`config.mk`:
```
export PLATFORM = sky130hd
export DESIGN_NAME = dual_dtimer
export DESIGN_NICKNAME = d
export VERILOG_FILES = /design/src/rtl/dtmr_pkg.sv /design/src/rtl/dtmr_prescale.sv /design/src/rtl/dtmr_channel.sv /design/src/rtl/dtmr_busdec.sv /design/src/rtl/dual_dtimer.sv
export SDC_FILE = /design/constraint.sdc
export NUM_CORES = 1
export LEC_CHECK = 0
export ABC_AREA = 1
export BUFFER_PORTS_ARGS = -buffer_cell sky130_fd_sc_hd__buf_4
export CAP_MARGIN = 0
export CORE_MARGIN = 2
export CORE_UTILIZATION = 55
export CTS_CLUSTER_SIZE = 30
export DETAILED_ROUTE_END_ITERATION = 8
export PLACE_DENSITY = 0.75
export SLEW_MARGIN = 30
export SYNTH_ARGS = -nofsm -noshare
export SYNTH_HDL_FRONTEND = slang
export SYNTH_SLANG_ARGS = --single-unit
```
`constraint.sdc`:
```
create_clock -name clk -period 2.2 [get_ports clk]
set_input_delay 0.22 -clock clk [delete_from_list [all_inputs] [get_ports clk]]
set_output_delay 0.22 -clock clk [all_outputs]
set_load 0.05 [all_outputs]
```
`src/rtl/dtmr_pkg.sv`:
```
package dtmr_pkg;

    // Control word layout, most significant field first (bit 7 .. bit 0).
    typedef struct packed {
        logic       enable;    // bit 7
        logic       periodic;  // bit 6
        logic       irq_en;    // bit 5
        logic       rsvd;      // bit 4, always stored as 0
        logic [1:0] prescale;  // bits 3:2
        logic       wide;      // bit 1, 1 = 32-bit counter
        logic       oneshot;   // bit 0
    } ctl_t;

    localparam ctl_t CTL_RESET = '{
        enable:   1'b0,
        periodic: 1'b0,
        irq_en:   1'b1,
        rsvd:     1'b0,
        prescale: 2'b00,
        wide:     1'b0,
        oneshot:  1'b0
    };

    typedef enum logic [1:0] {
        ST_OFF  = 2'd0,
        ST_RUN  = 2'd1,
        ST_DONE = 2'd2
    } run_state_t;

    typedef enum logic [2:0] {
        RG_LOAD   = 3'd0,
        RG_VALUE  = 3'd1,
        RG_CTL    = 3'd2,
        RG_CLR    = 3'd3,
        RG_RAW    = 3'd4,
        RG_MASKED = 3'd5,
        RG_BGLOAD = 3'd6,
        RG_NONE   = 3'd7
    } reg_idx_t;

    localparam logic [1:0] PS_DIV1   = 2'b00;
    localparam logic [1:0] PS_DIV16  = 2'b01;
    localparam logic [1:0] PS_DIV256 = 2'b10;

endpackage

```
`src/rtl/dtmr_prescale.sv`:
```
module dtmr_prescale
    import dtmr_pkg::*;
#(
    parameter int PRE_W    = 8,
    parameter int MID_BITS = 4
) (
    input  logic       clk,
    input  logic       rst_n,
    input  logic       tick_en,
    input  logic       run,
    input  logic       restart,
    input  logic [1:0] mode,
    output logic       step
);

    logic [PRE_W-1:0] phase_q;
    logic             term;

    always_ff @(posedge clk) begin
        if (!rst_n) begin
            phase_q <= '0;
        end else if (restart) begin
            phase_q <= '0;
        end else if (run && tick_en) begin
            phase_q <= phase_q + 1'b1;
        end
    end

    always_comb begin
        unique case (mode)
            PS_DIV16:  term = &phase_q[MID_BITS-1:0];
            PS_DIV256: term = &phase_q;
            default:   term = 1'b1;
        endcase
        step = run && tick_en && term;
    end

endmodule

```
`src/rtl/dtmr_channel.sv`:
```
module dtmr_channel
    import dtmr_pkg::*;
#(
    parameter int DATA_W   = 32,
    parameter int PRE_W    = 8,
    parameter int MID_BITS = 4
) (
    input  logic              clk,
    input  logic              rst_n,
    input  logic              tick_en,
    input  logic              ld_wr,
    input  logic              bg_wr,
    input  logic              ctl_wr,
    input  logic              clr_wr,
    input  logic [DATA_W-1:0] wdata,
    input  reg_idx_t          rd_idx,
    output logic [DATA_W-1:0] rd_val,
    output logic              irq,
    output logic              flag,
    output logic              irq_en,
    output logic              wide,
    output logic [DATA_W-1:0] count,
    output logic [1:0]        state
);

    localparam int HALF_W = DATA_W / 2;
    localparam logic [DATA_W-1:0] HALF_MASK = {{(DATA_W-HALF_W){1'b0}}, {HALF_W{1'b1}}};

    ctl_t               ctl_q;
    ctl_t               wctl;
    run_state_t         st_q, st_d;
    logic [DATA_W-1:0]  limit_q;
    logic [DATA_W-1:0]  count_q, count_d;
    logic [DATA_W-1:0]  reload_val;
    logic               flag_q;
    logic               step;
    logic               expire;

    function automatic logic [DATA_W-1:0] fit(input logic [DATA_W-1:0] v, input logic w);
        return w ? v : (v & HALF_MASK);
    endfunction

    assign wctl = ctl_t'({wdata[7:5], 1'b0, wdata[3:0]});

    dtmr_prescale #(
        .PRE_W   (PRE_W),
        .MID_BITS(MID_BITS)
    ) u_pre (
        .clk    (clk),
        .rst_n  (rst_n),
        .tick_en(tick_en),
        .run    (st_q == ST_RUN),
        .restart(ctl_wr),
        .mode   (ctl_q.prescale),
        .step   (step)
    );

    // An expiry is a step taken from a count of 1 or 0.
    assign expire = step && (count_q[DATA_W-1:1] == '0);

    // State register
    always_ff @(posedge clk) begin
        if (!rst_n) begin
            st_q <= ST_OFF;
        end else begin
            st_q <= st_d;
        end
    end

    // Next-state logic: T_ENABLE, T_DISABLE, T_EXPIRE, T_RESUME, T_RELOAD
    always_comb begin
        st_d = st_q;
        unique case (st_q)
            ST_OFF: begin
                if (ctl_wr && wctl.enable) st_d = ST_RUN;              // T_ENABLE
            end
            ST_RUN: begin
                if (ctl_wr) begin
                    st_d = wctl.enable ? ST_RUN : ST_OFF;             // T_DISABLE
                end else if (expire && ctl_q.oneshot && !ld_wr) begin
                    st_d = ST_DONE;                                   // T_EXPIRE
                end
            end
            ST_DONE: begin
                if (ctl_wr) begin
                    st_d = wctl.enable ? ST_RUN : ST_OFF;             // T_RESUME / T_DISABLE
                end else if (ld_wr) begin
                    st_d = ST_RUN;                                    // T_RELOAD
                end
            end
            default: st_d = ST_OFF;
        endcase
    end

    // Count datapath
    always_comb begin
        if (ctl_q.periodic) begin
            reload_val = fit(limit_q, ctl_q.wide);
        end else begin
            reload_val = ctl_q.wide ? {DATA_W{1'b1}} : HALF_MASK;
        end

        count_d = count_q;
        if (ld_wr) begin
            count_d = fit(wdata, ctl_q.wide);
        end else if (expire) begin
            count_d = ctl_q.oneshot ? '0 : reload_val;
        end else if (step) begin
            count_d = count_q - 1'b1;
        end
    end

    always_ff @(posedge clk) begin
        if (!rst_n) begin
            ctl_q   <= CTL_RESET;
            limit_q <= '0;
            count_q <= '0;
            flag_q  <= 1'b0;
        end else begin
            count_q <= count_d;
            if (ctl_wr) ctl_q <= wctl;
            if (ld_wr || bg_wr) limit_q <= wdata;
            if (expire) begin
                flag_q <= 1'b1;
            end else if (clr_wr) begin
                flag_q <= 1'b0;
            end
        end
    end

    // Output process
    always_comb begin
        unique case (rd_idx)
            RG_LOAD, RG_BGLOAD: rd_val = limit_q;
            RG_VALUE:           rd_val = count_q;
            RG_CTL:             rd_val = {{(DATA_W-8){1'b0}}, ctl_q};
            RG_RAW:             rd_val = {{(DATA_W-1){1'b0}}, flag_q};
            RG_MASKED:          rd_val = {{(DATA_W-1){1'b0}}, flag_q & ctl_q.irq_en};
            default:            rd_val = '0;
        endcase
        irq    = flag_q && ctl_q.irq_en;
        flag   = flag_q;
        irq_en = ctl_q.irq_en;
        wide   = ctl_q.wide;
        count  = count_q;
        state  = st_q;
    end

endmodule

```
`src/rtl/dtmr_busdec.sv`:
```
module dtmr_busdec
    import dtmr_pkg::*;
#(
    parameter int ADDR_W = 6,
    parameter int DATA_W = 32,
    parameter int NUM_CH = 2
) (
    input  logic [ADDR_W-1:0]              addr,
    input  logic                           wr_en,
    input  logic                           rd_en,
    input  logic [NUM_CH-1:0][DATA_W-1:0]  rd_vals,
    output reg_idx_t                       rd_idx,
    output logic [NUM_CH-1:0]              ld_wr,
    output logic [NUM_CH-1:0]              bg_wr,
    output logic [NUM_CH-1:0]              ctl_wr,
    output logic [NUM_CH-1:0]              clr_wr,
    output logic [DATA_W-1:0]              rdata
);

    localparam int CH_LSB  = 5;
    localparam int CH_BITS = ADDR_W - CH_LSB;

    logic [CH_BITS-1:0] ch;
    logic               aligned;
    logic               hit;

    assign ch      = addr[ADDR_W-1:CH_LSB];
    assign aligned = (addr[1:0] == 2'b00);
    assign rd_idx  = reg_idx_t'(addr[4:2]);
    assign hit     = aligned && (rd_idx != RG_NONE);

    for (genvar c = 0; c < NUM_CH; c++) begin : g_strobe
        logic mine;
        assign mine      = wr_en && hit && (ch == CH_BITS'(c));
        assign ld_wr[c]  = mine && (rd_idx == RG_LOAD);
        assign bg_wr[c]  = mine && (rd_idx == RG_BGLOAD);
        assign ctl_wr[c] = mine && (rd_idx == RG_CTL);
        assign clr_wr[c] = mine && (rd_idx == RG_CLR);
    end

    assign rdata = (rd_en && hit) ? rd_vals[ch] : '0;

endmodule

```
`src/rtl/dual_dtimer.sv`:
```
module dual_dtimer
    import dtmr_pkg::*;
#(
    parameter int ADDR_W   = 6,
    parameter int DATA_W   = 32,
    parameter int PRE_W    = 8,
    parameter int MID_BITS = 4
) (
    input  logic              clk,
    input  logic              rst_n,
    input  logic              tick_en,
    input  logic              wr_en,
    input  logic              rd_en,
    input  logic [ADDR_W-1:0] addr,
    input  logic [DATA_W-1:0] wdata,
    output logic [DATA_W-1:0] rdata,
    output logic              irq_out
);

    localparam int NUM_CH = 2 ** (ADDR_W - 5);

    reg_idx_t                      rd_idx;
    logic [NUM_CH-1:0]             ld_wr, bg_wr, ctl_wr, clr_wr;
    logic [NUM_CH-1:0][DATA_W-1:0] rd_vals;
    logic [NUM_CH-1:0][DATA_W-1:0] ch_count;
    logic [NUM_CH-1:0][1:0]        ch_state;
    logic [NUM_CH-1:0]             ch_irq, ch_flag, ch_ie, ch_wide;

    dtmr_busdec #(
        .ADDR_W(ADDR_W),
        .DATA_W(DATA_W),
        .NUM_CH(NUM_CH)
    ) u_dec (
        .addr   (addr),
        .wr_en  (wr_en),
        .rd_en  (rd_en),
        .rd_vals(rd_vals),
        .rd_idx (rd_idx),
        .ld_wr  (ld_wr),
        .bg_wr  (bg_wr),
        .ctl_wr (ctl_wr),
        .clr_wr (clr_wr),
        .rdata  (rdata)
    );

    for (genvar c = 0; c < NUM_CH; c++) begin : g_ch
        dtmr_channel #(
            .DATA_W  (DATA_W),
            .PRE_W   (PRE_W),
            .MID_BITS(MID_BITS)
        ) u_ch (
            .clk    (clk),
            .rst_n  (rst_n),
            .tick_en(tick_en),
            .ld_wr  (ld_wr[c]),
            .bg_wr  (bg_wr[c]),
            .ctl_wr (ctl_wr[c]),
            .clr_wr (clr_wr[c]),
            .wdata  (wdata),
            .rd_idx (rd_idx),
            .rd_val (rd_vals[c]),
            .irq    (ch_irq[c]),
            .flag   (ch_flag[c]),
            .irq_en (ch_ie[c]),
            .wide   (ch_wide[c]),
            .count  (ch_count[c]),
            .state  (ch_state[c])
        );
    end

    assign irq_out = |ch_irq;

endmodule

```
* Word-level counts from Yosys, hierarchy flattened
Cells that the tools add are included.
** Word-level totals
- Bits in registers :: 164
- Bits of input ports :: 43
- Output and inout bits :: 33
- Logic and storage cells :: 143
** Operators by class
- Add/subtract/negate cells :: 4
- $lt $le $gt $ge :: 1
- Equal/unequal tests :: 21
- Multiplexer cells :: 40
- Bitwise operators :: 4
- Reductions and logical operators :: 51
** Operators with widths (count)
- $mux W32 :: 19
- $pmux W32 S5 :: 2
- $sub A32 B1 Y32 const B :: 2
- $logic_not A31 Y1 :: 2
- $logic_and A1 B1 Y1 :: 27
- $mux W2 :: 10
- $add A8 B1 Y8 const B :: 2
- $reduce_and A8 Y1 :: 2
- $ne A3 B1 Y1 const B :: 4
- $pmux W2 S3 :: 2
- $eq A3 B3 Y1 const B :: 3
- $eq A2 B1 Y1 const B :: 4
- $eq A2 B2 Y1 const B :: 4
- $reduce_and A4 Y1 :: 2
- $reduce_or A2 Y1 :: 4
- $eq A3 B2 Y1 const B :: 2
- $logic_not A2 Y1 :: 3
- $reduce_and A3 Y1 :: 2
- $reduce_bool A3 Y1 :: 2
- $mux W1 :: 5
- $ne A2 B1 Y1 const B :: 2
- $pmux W1 S2 :: 2
- $reduce_bool A2 Y1 :: 2
- $eq A3 B1 Y1 const B :: 1
- 7 further kinds :: 11

* Depth between registers and ports, before layout
Gate-level depths: netlist of run 1.
- Depth in word-level cells :: 10
- Mapped depth :: 13
- Mapped depth without buffers :: 12

* Modules after synthesis
Synthesis of run 1 repeated with hierarchy kept, for this count alone.
** Unflattened totals
- Cells, all modules :: 1897
- Area total of the unflattened synthesis :: 11622.4 µm²
** Modules (own cells, without submodules)
- dtmr_channel at g_ch[1].u_ch :: times used 1, cells each 839, area each 5028.6 µm², seq. area each 1481.4 µm²
- dtmr_channel at g_ch[0].u_ch :: times used 1, cells each 787, area each 4929.7 µm², seq. area each 1481.4 µm²
- dtmr_prescale :: times used 2, cells each 69, area each 466.7 µm², seq. area each 160.2 µm²
- dtmr_busdec :: times used 1, cells each 130, area each 719.4 µm², seq. area each 0.0 µm²
- dual_dtimer :: times used 1, cells each 3, area each 11.3 µm², seq. area each 0.0 µm²

* Least setup slack after synthesis of run 1
Ideal clock, no wire load.
- Path type :: in2out
- Start :: in addr[2]
- End :: out rdata[30]
- Arrival time :: 2.322 ns
- Required time :: 1.980 ns
- Path slack :: -0.342 ns
- Stages :: 7
- Path buffers :: 2
- Cells stage by stage :: inv_1 > nand3_2 > nand2_1 > buf_2 > buf_2 > a22oi_1 > a221oi_1
** Between the ends
- Word-level cells in the longest chain between the ends :: 6
- Elaborated cells between the ends (all ways) :: 15
- Those cells by class :: 6 x eq/ne; 5 x mux; 4 x reduce/logical
** Ends and longest elaborated chain
- start, declared :: line dual_dtimer.sv:14 : input logic [ADDR_W-1:0] addr,
- $eq A3 B3 Y1 or $logic_not A3 Y1 (tied branches) :: line dtmr_channel.sv:133 : unique case (rd_idx)
- $reduce_or A2 Y1 :: line dtmr_channel.sv:133
- $pmux W32 S5 :: line dtmr_channel.sv:133
- $mux W32 (implied by the code) (2 in series) :: line dtmr_busdec.sv:41 : assign rdata = (rd_en && hit) ? rd_vals[ch] : '0;
- $mux W32 * :: line dtmr_busdec.sv:41
- end, declared :: line dual_dtimer.sv:16 : output logic [DATA_W-1:0] rdata,
Mark *: on every way between the ends. The rest lies on a longest branch, timed or not. The select of a mux whose other input is x is not followed.

* Worst setup path after layout of run 1
- Start :: reg g_ch[0].u_ch.ctl_q[0] (netlist name)
- End :: out rdata[0]
** Between the ends
- Word-level cells in the longest chain between the ends :: 4
** Ends and longest elaborated chain
- start, declared :: line dtmr_channel.sv:29 : ctl_t ctl_q;
- start signal, assigned :: line dtmr_channel.sv:121 : if (ctl_wr) ctl_q <= wctl;
- $pmux W32 S5 :: line dtmr_channel.sv:133
- $mux W32 (implied by the code) (2 in series) :: line dtmr_busdec.sv:41
- $mux W32 :: line dtmr_busdec.sv:41
No other way between the ends. The select of a mux whose other input is x is not followed.

==> impl_metrics.toml, run 1 <==
[critical_path]
r2r-end = "g_ch[0].u_ch.count[26]"
path_class = "register to primary output"
cp_data_arrival_time_ns = 1.88
max_stage_delay_ns = 0.59
crit_slowest_cell = "dfxtp_1"
start_kind = "register"
reg2reg_slack_ns = 0.14
worstSetupEndpointType = "primary output"
cp_max_fo = 10
r2r_start = "g_ch[0].u_ch.count[13]"
reg2regPathDepth = 11
required_ns = 1.98
path_cells = "a22oi_1 > o211ai_1 > nor2_1 > a211oi_2 > buf_4"

[synth]
yosysUniqueCellTypes = 41
synth_top_area_share_pct = 31.9
synthArstFlopShare_pct = 0
yosys-top-cells-count = "nand2_1 (253), nor2_1 (211), o21ai_0 (211)"
ys_seq_elements = 164
synth_flop_cell = "dfxtp_1"
synthCells = 1582
synth_nets = 1633
synthTopCellsByArea = "dfxtp_1 (32%), o21ai_0 (10%), nand2_1 (9.2%)"
synth.avg_cell_area_um2 = 6.51
ys.warnings.count = 0
synth-edff-count = 0
ys_seq_area_share_pct = 31.9
synth_top_area_cell = "dfxtp_1"
netlist_area_mm2 = 0.0103
synth.most_common_cell = "nand2_1"

[drt]
wl_um = 36500
drtIter0Drc = 1787
ant_nets = 0
first_pass_iters = 6
viasPerCell = 6.14
num_vias = 11680
wire_per_inst_um = 19.2
drc = 0

[hold_path]
hold_path_end = "g_ch[1].u_ch.limit_q[31]"
hp-start = "wdata[31]"
hold_depth = 3
hold_path.class = "input pin to register"

[timing]
fin_setup_tns_ns = 0
hold_viol = 0
fmax_mhz = 477
setup_slack_ns = 0.105
period_minus_slack_ns = 2.10
final_max_slew_viol_count = 0
timing.final.crit_share_pct = 95.2
rsz0062_at_grt = "false"
clock_skew_ns = 0.0133
worstMarginPinSlew_ns = 0.688
finalSetupViolations = 0
slew-limit-headroom_pct = 54.1

[grt]
grt_max_degree = 126
grt_overflow = 0
antenna_found_initial = 0
grt_first_pass_wirelength_um = 57400
grt_usage_pct = 36.3
grt_pass1_vias = 10497

[placed_design]
portBuffers = 75
place_area_mm2 = 0.0115
place_ws_ns = 0.179
place.gp.congestion = 0.968
placed_cells = 1869
dpl.hpwl_um = 26300

[layout]
num_antenna_cells = 0
postLayoutCellArea_mm2 = 0.0121
finalNetCount = 1705
fin_util_pct = 65.3
area_growth_pct = 17.4
drive_gt1_share_pct = 15.6
fin_cells = 1901

[power]
peakVddDrop_mv = 0.853
clkPwrFrac_pct = 19.6
p_switching_w = 0.00712
p_leak_nw = 5.53
p_int_w = 0.00792
p_per_area_mw_per_mm2 = 1240
seqPwrFrac_pct = 24.2
power.share.combinational_pct = 56.2
p_sw_share_pct = 47.3

[floorplanning]
core_area_mm2 = 0.0185
die_h_um = 141
io_pins = 76
start_util_pct = 55.6
num_rows = 50
dieArea_mm2 = 0.0198
die_x_um = 141

[job]
maxCapViolCount = 0

[clocking]
cts_tree = "yes"
path_clk_slew_ns = 0.07
clkLatencyLatePin_ns = 0.44
post_cts_buffers = 0
numCtsBuffers = 17
cts-root-buf = "clkbuf_16"
htreeDepth = 4
clock-sinks = 164
clk_path_buf_depth = 2

[outcome]
status = "completed"
registers in the layout, summed over array words and instances (netlist names):
signal                   flops
g_ch.u_ch.count             64
g_ch.u_ch.ctl_q             10
g_ch.u_ch.flag               2
g_ch.u_ch.irq_en             2
g_ch.u_ch.limit_q           64
g_ch.u_ch.state              4
g_ch.u_ch.u_pre.phase_q     16
g_ch.u_ch.wide               2
what timing repair did:
action	in CTS	in global routing
hold buffers	0	0
resized for setup	0	1
setup endpoints to repair	0	3
power by group through the flow:
stage | clock network (W) | logic [W] | registers [W]
detailed placement | 0 | 0.00824 | 0.00368
finish | 0.00295 | 0.00846 | 0.00363
global placement | 0 | 0.00823 | 0.00367
CTS | 0.00295 | 0.00831 | 0.00362
floorplan | 0 | 0.00599 | 0.00364
global route | 0.00307 | 0.00943 | 0.00368
layout make-up:
type                            count  area (µm²)
Inverter                          149         559
Fill cell                        1704        6420
Sequential cell                   164        3280
Clock inverter                     13         126
Timing Repair Buffer              143        1150
Clock buffer                       19         443
Tap cell                          234         293
Multi-Input combinational cell   1179        6240
placed cells by master, fill, tap and decap left out, drive strengths merged, types with 30 or more instances in the layout:
| cell | n |
|---|---|
| o21ai | 226 |
| a21oi | 152 |
| a221oi | 61 |
| nand3 | 74 |
| nor2 | 229 |
| nand2 | 260 |
| inv | 150 |
| xor2 | 30 |
| buf | 143 |
| nor3 | 35 |
| dfxtp | 164 |
how the worst max path moves through the flow:
stage                                  startpoint                      to  slack, ns
detailed placement  g_ch[0].u_ch.u_pre.phase_q[0]  g_ch[0].u_ch.count[12]       0.18
CTS                         g_ch[0].u_ch.ctl_q[0]                rdata[0]       0.15
global placement           g_ch[0].u_ch.count[13]  g_ch[0].u_ch.count[26]       0.19
floorplan                                 addr[2]               rdata[10]        0.1
global route                g_ch[1].u_ch.state[0]  g_ch[1].u_ch.count[28]      0.005
finish                      g_ch[0].u_ch.ctl_q[0]                rdata[0]       0.10
critical path: cells and delay by family (launching register included):
| family | cells | cell delay [ns] |
|---|---|---|
| buf+inv | 1 | 0.25 |
| simple gates | 1 | 0.10 |
| flops | 1 | 0.59 |
| compound gates | 3 | 0.50 |
metal layers:
| metal | share of wire [%] | track usage, % |
|---|---|---|
| met5 | 0 | 0 |
| met4 | 2.8 | 12.0 |
| met3 | 11 | 6.79 |
| met2 | 43 | 53.4 |
| met1 | 43 | 53.4 |
cell families (layout without fill, tap and decap cells):
family / after synthesis / in the layout / synth area share (%)
and+or+nand+nor: 640 / 640 / 27.1
xor gates and xnor gates: 40 / 40 / 3.40
AOI/OAI and AO/OA: 491 / 491 / 27.4
DFF: 164 / 164 / 31.9
adders and majority gates: 8 / 8 / 0.971
buffers and inverters: 239 / 324 / 9.28
per-stage QoR:
step	hold WS, ns	power (W)
after floorplan	0.355	0.00963
after global placement	0.452	0.0119
after detailed placement	0.452	0.0119
after CTS	0.0717	0.0149
after global routing	0.0863	0.0162
final	0.0836	0.0150
Power figures use the tool's default switching activity.
==> run 2, diff against run 1 <==
--- a/config.mk
+++ b/config.mk
@@ -5,14 +5,14 @@
 export SDC_FILE = /design/constraint.sdc
 export NUM_CORES = 1
 export LEC_CHECK = 0
-export ABC_AREA = 1
+export ABC_AREA = 0
 export BUFFER_PORTS_ARGS = -buffer_cell sky130_fd_sc_hd__buf_4
 export CAP_MARGIN = 0
 export CORE_MARGIN = 2
-export CORE_UTILIZATION = 55
+export CORE_UTILIZATION = 61
 export CTS_CLUSTER_SIZE = 30
 export DETAILED_ROUTE_END_ITERATION = 8
-export PLACE_DENSITY = 0.75
+export PLACE_DENSITY = 0.82
 export SLEW_MARGIN = 30
 export SYNTH_ARGS = -nofsm -noshare
 export SYNTH_HDL_FRONTEND = slang
==> run 2 against run 1 <==
  * The flow now finishes with violations (setup timing)
  * Clock-buffer cell count shrank 2
  * Sequential power shrank 17%
  * Worst hold slack lost 0.014 ns
  * Utilization grew 18 points
  * Critical endpoint is now g_ch[0].u_ch.count[17]
  * Largest cell class unchanged
==> impl_metrics.toml, run 2 <==
[synth]
ys_seq_elements = 164
yosys-top-cells-count = "nand2_1 (186), dfxtp_1 (164), nor2_1 (94)"
synthTopCellsByArea = "dfxtp_1 (32%), nand2_1 (6.9%), mux2i_1 (4.6%)"
synth_flop_cell = "dfxtp_1"
synth.avg_cell_area_um2 = 7.72
yosysUniqueCellTypes = 76
synthCells = 1318
netlist_area_mm2 = 0.0102
synth_top_area_share_pct = 32.3
synth.most_common_cell = "nand2_1"
synthArstFlopShare_pct = 0
ys_seq_area_share_pct = 32.3
synth_nets = 1369
synth_top_area_cell = "dfxtp_1"
synth-edff-count = 0
ys.warnings.count = 0

[grt]
grt_usage_pct = 42.9
grt_first_pass_wirelength_um = 60200
grt_overflow = 0
grt_max_degree = 97
grt_pass1_vias = 10878
antenna_found_initial = 0

[clocking]
clk_path_buf_depth = 2
htreeDepth = 4
hold_buffers = 0
cts_tree = "yes"
numCtsBuffers = 17
clock-sinks = 164
cts-root-buf = "clkbuf_16"
path_clk_slew_ns = 0.07
clkLatencyLatePin_ns = 0.44

[power]
peakVddDrop_mv = 0.606
p_leak_nw = 5.07
p_per_area_mw_per_mm2 = 555

[hold_path]
hold_path.class = "input pin to register"

[drt]
first_pass_iters = 7
num_vias = 12078
wire_per_inst_um = 24.0
drtIter0Drc = 2233
wl_um = 41300
viasPerCell = 7.02
ant_nets = 0
drc = 0

[floorplanning]
num_rows = 47
die_h_um = 133
io_pins = 76
start_util_pct = 61.8
core_area_mm2 = 0.0165
dieArea_mm2 = 0.0177
die_x_um = 133

[layout]
n_fill_cell = 986
drive_gt1_share_pct = 28.6
num_antenna_cells = 0
multi_input_area_mm2 = 0.00726
final_common_cell = "buf_4"
fin_cells = 1720
ff_latch_area_mm2 = 0.00329
area_growth_pct = 34.8
final_cell_mix = "buf_4 (228), nand2_1 (184), dfxtp_1 (162)"
finalNetCount = 1538

[timing]
rsz0062_at_grt = "true"
hold_viol = 0
slew-limit-headroom_pct = 36.3
final_max_slew_viol_count = 0
fmax_mhz = 405
clock_skew_ns = 0.00919
worstMarginPinSlew_ns = 0.954
timing.final.crit_share_pct = 112
fin_setup_tns_ns = -2.52
setup_slack_ns = -0.267
finalSetupViolations = 41
period_minus_slack_ns = 2.47

[placed_design]
placed_cells = 1673
dpl.hpwl_um = 27000
place.gp.congestion = 0.988
portBuffers = 75

[critical_path]
start_kind = "register"
worstSetupEndpointType = "register"
cp_max_fo = 8
required_ns = 2.50
path_class = "register to register"
cp_data_arrival_time_ns = 2.77

[job]
maxCapViolCount = 0

[outcome]
violations = "setup timing"
status = "complete, but fails checks"
## run 2: worst max-delay path: stages, from the launching register on
cell,delay (ns)
dfxtp_2,0.32
or4_4,0.55
or4_4,0.46
nor3_4,0.25
buf_6,0.20
buf_4,0.12
a21oi_2,0.05
o21ai_1,0.21
a21oi_1,0.17
## run 2: cells by family after synthesis
family / Yosys count / share of synthesized area (%)
adders and majority gates: 8 / 0.983
and+or+nand+nor: 513 / 25.3
xor gates and xnor gates: 61 / 5.25
DFF: 164 / 32.3
muxes: 48 / 4.73
buffers and inverters: 131 / 5.08
AOI/OAI and AO/OA: 393 / 26.4
## run 2: layout make-up
type,count,area share (%)
timing repair buffer,260,16.2
multi-input combinational,1023,52.9
inverter,21,0.574
clock inverter,15,1.24
tap,220,2.01
sequential,164,23.9
clock buffer,17,3.10
## run 2: power by group
| part | total (W) | internal, W | switching (W) |
|---|---|---|---|
| Clock | 0.00309 | 0.00170 | 0.00139 |
| Combinational | 0.00151 | 0.000628 | 0.000883 |
| Sequential | 0.00301 | 0.00299 | 0.0000198 |
| Total | 0.00761 | 0.00532 | 0.00229 |
## run 2: what timing repair did
| action | in CTS | in global routing |
|---|---|---|
| buffers inserted | 3 | 8 |
| pin swaps | 15 | 47 |
| gates cloned | 1 | 3 |
| resized for setup | 32 | 128 |
| endpoints found under the setup margin | 37 | 64 |
## run 2: path summary, 6_finish.rpt
path / from / end / slack, ns / depth (start not counted)
worst max-delay path: g_ch[0].u_ch.count[27] / g_ch[0].u_ch.count[17] / -0.27 / 8
worst min-delay path: wdata[15] / g_ch[1].u_ch.limit_q[15] / 0.07 / 3
worst max register to register: g_ch[0].u_ch.count[27] / g_ch[0].u_ch.count[17] / -0.27 / 8
worst min register to register: g_ch[1].u_ch.limit_q[28] / g_ch[1].u_ch.limit_q[28] / 0.48 / 2
## run 2: through the flow
| step | area [µm²] | util, % | hold WS (ns) | total power [W] | setup WS [ns] |
|---|---|---|---|---|---|
| 5_1_grt | 13700 | 83.3 | 0.0765 | 0.00776 | -0.278 |
| 3_3_place_gp | 12400 | 75.6 | 0.461 | 0.00419 | -0.0284 |
| 3_5_place_dp | 12400 | 75.6 | 0.467 | 0.00420 | -0.0975 |
| 6_report | 13700 | 83.3 | 0.0694 | 0.00761 | -0.267 |
| 2_1_floorplan | 10600 | - | 0.345 | 0.00376 | -0.108 |
| 4_1_cts | 13200 | 80.2 | 0.0673 | 0.00730 | -0.0821 |
## run 2: metal layers
metal	GRT usage (%)	wire length, µm
met1	58.6	15300
met5	0	0
met3	9.13	5550
met2	66.8	18300
met4	17.1	2210
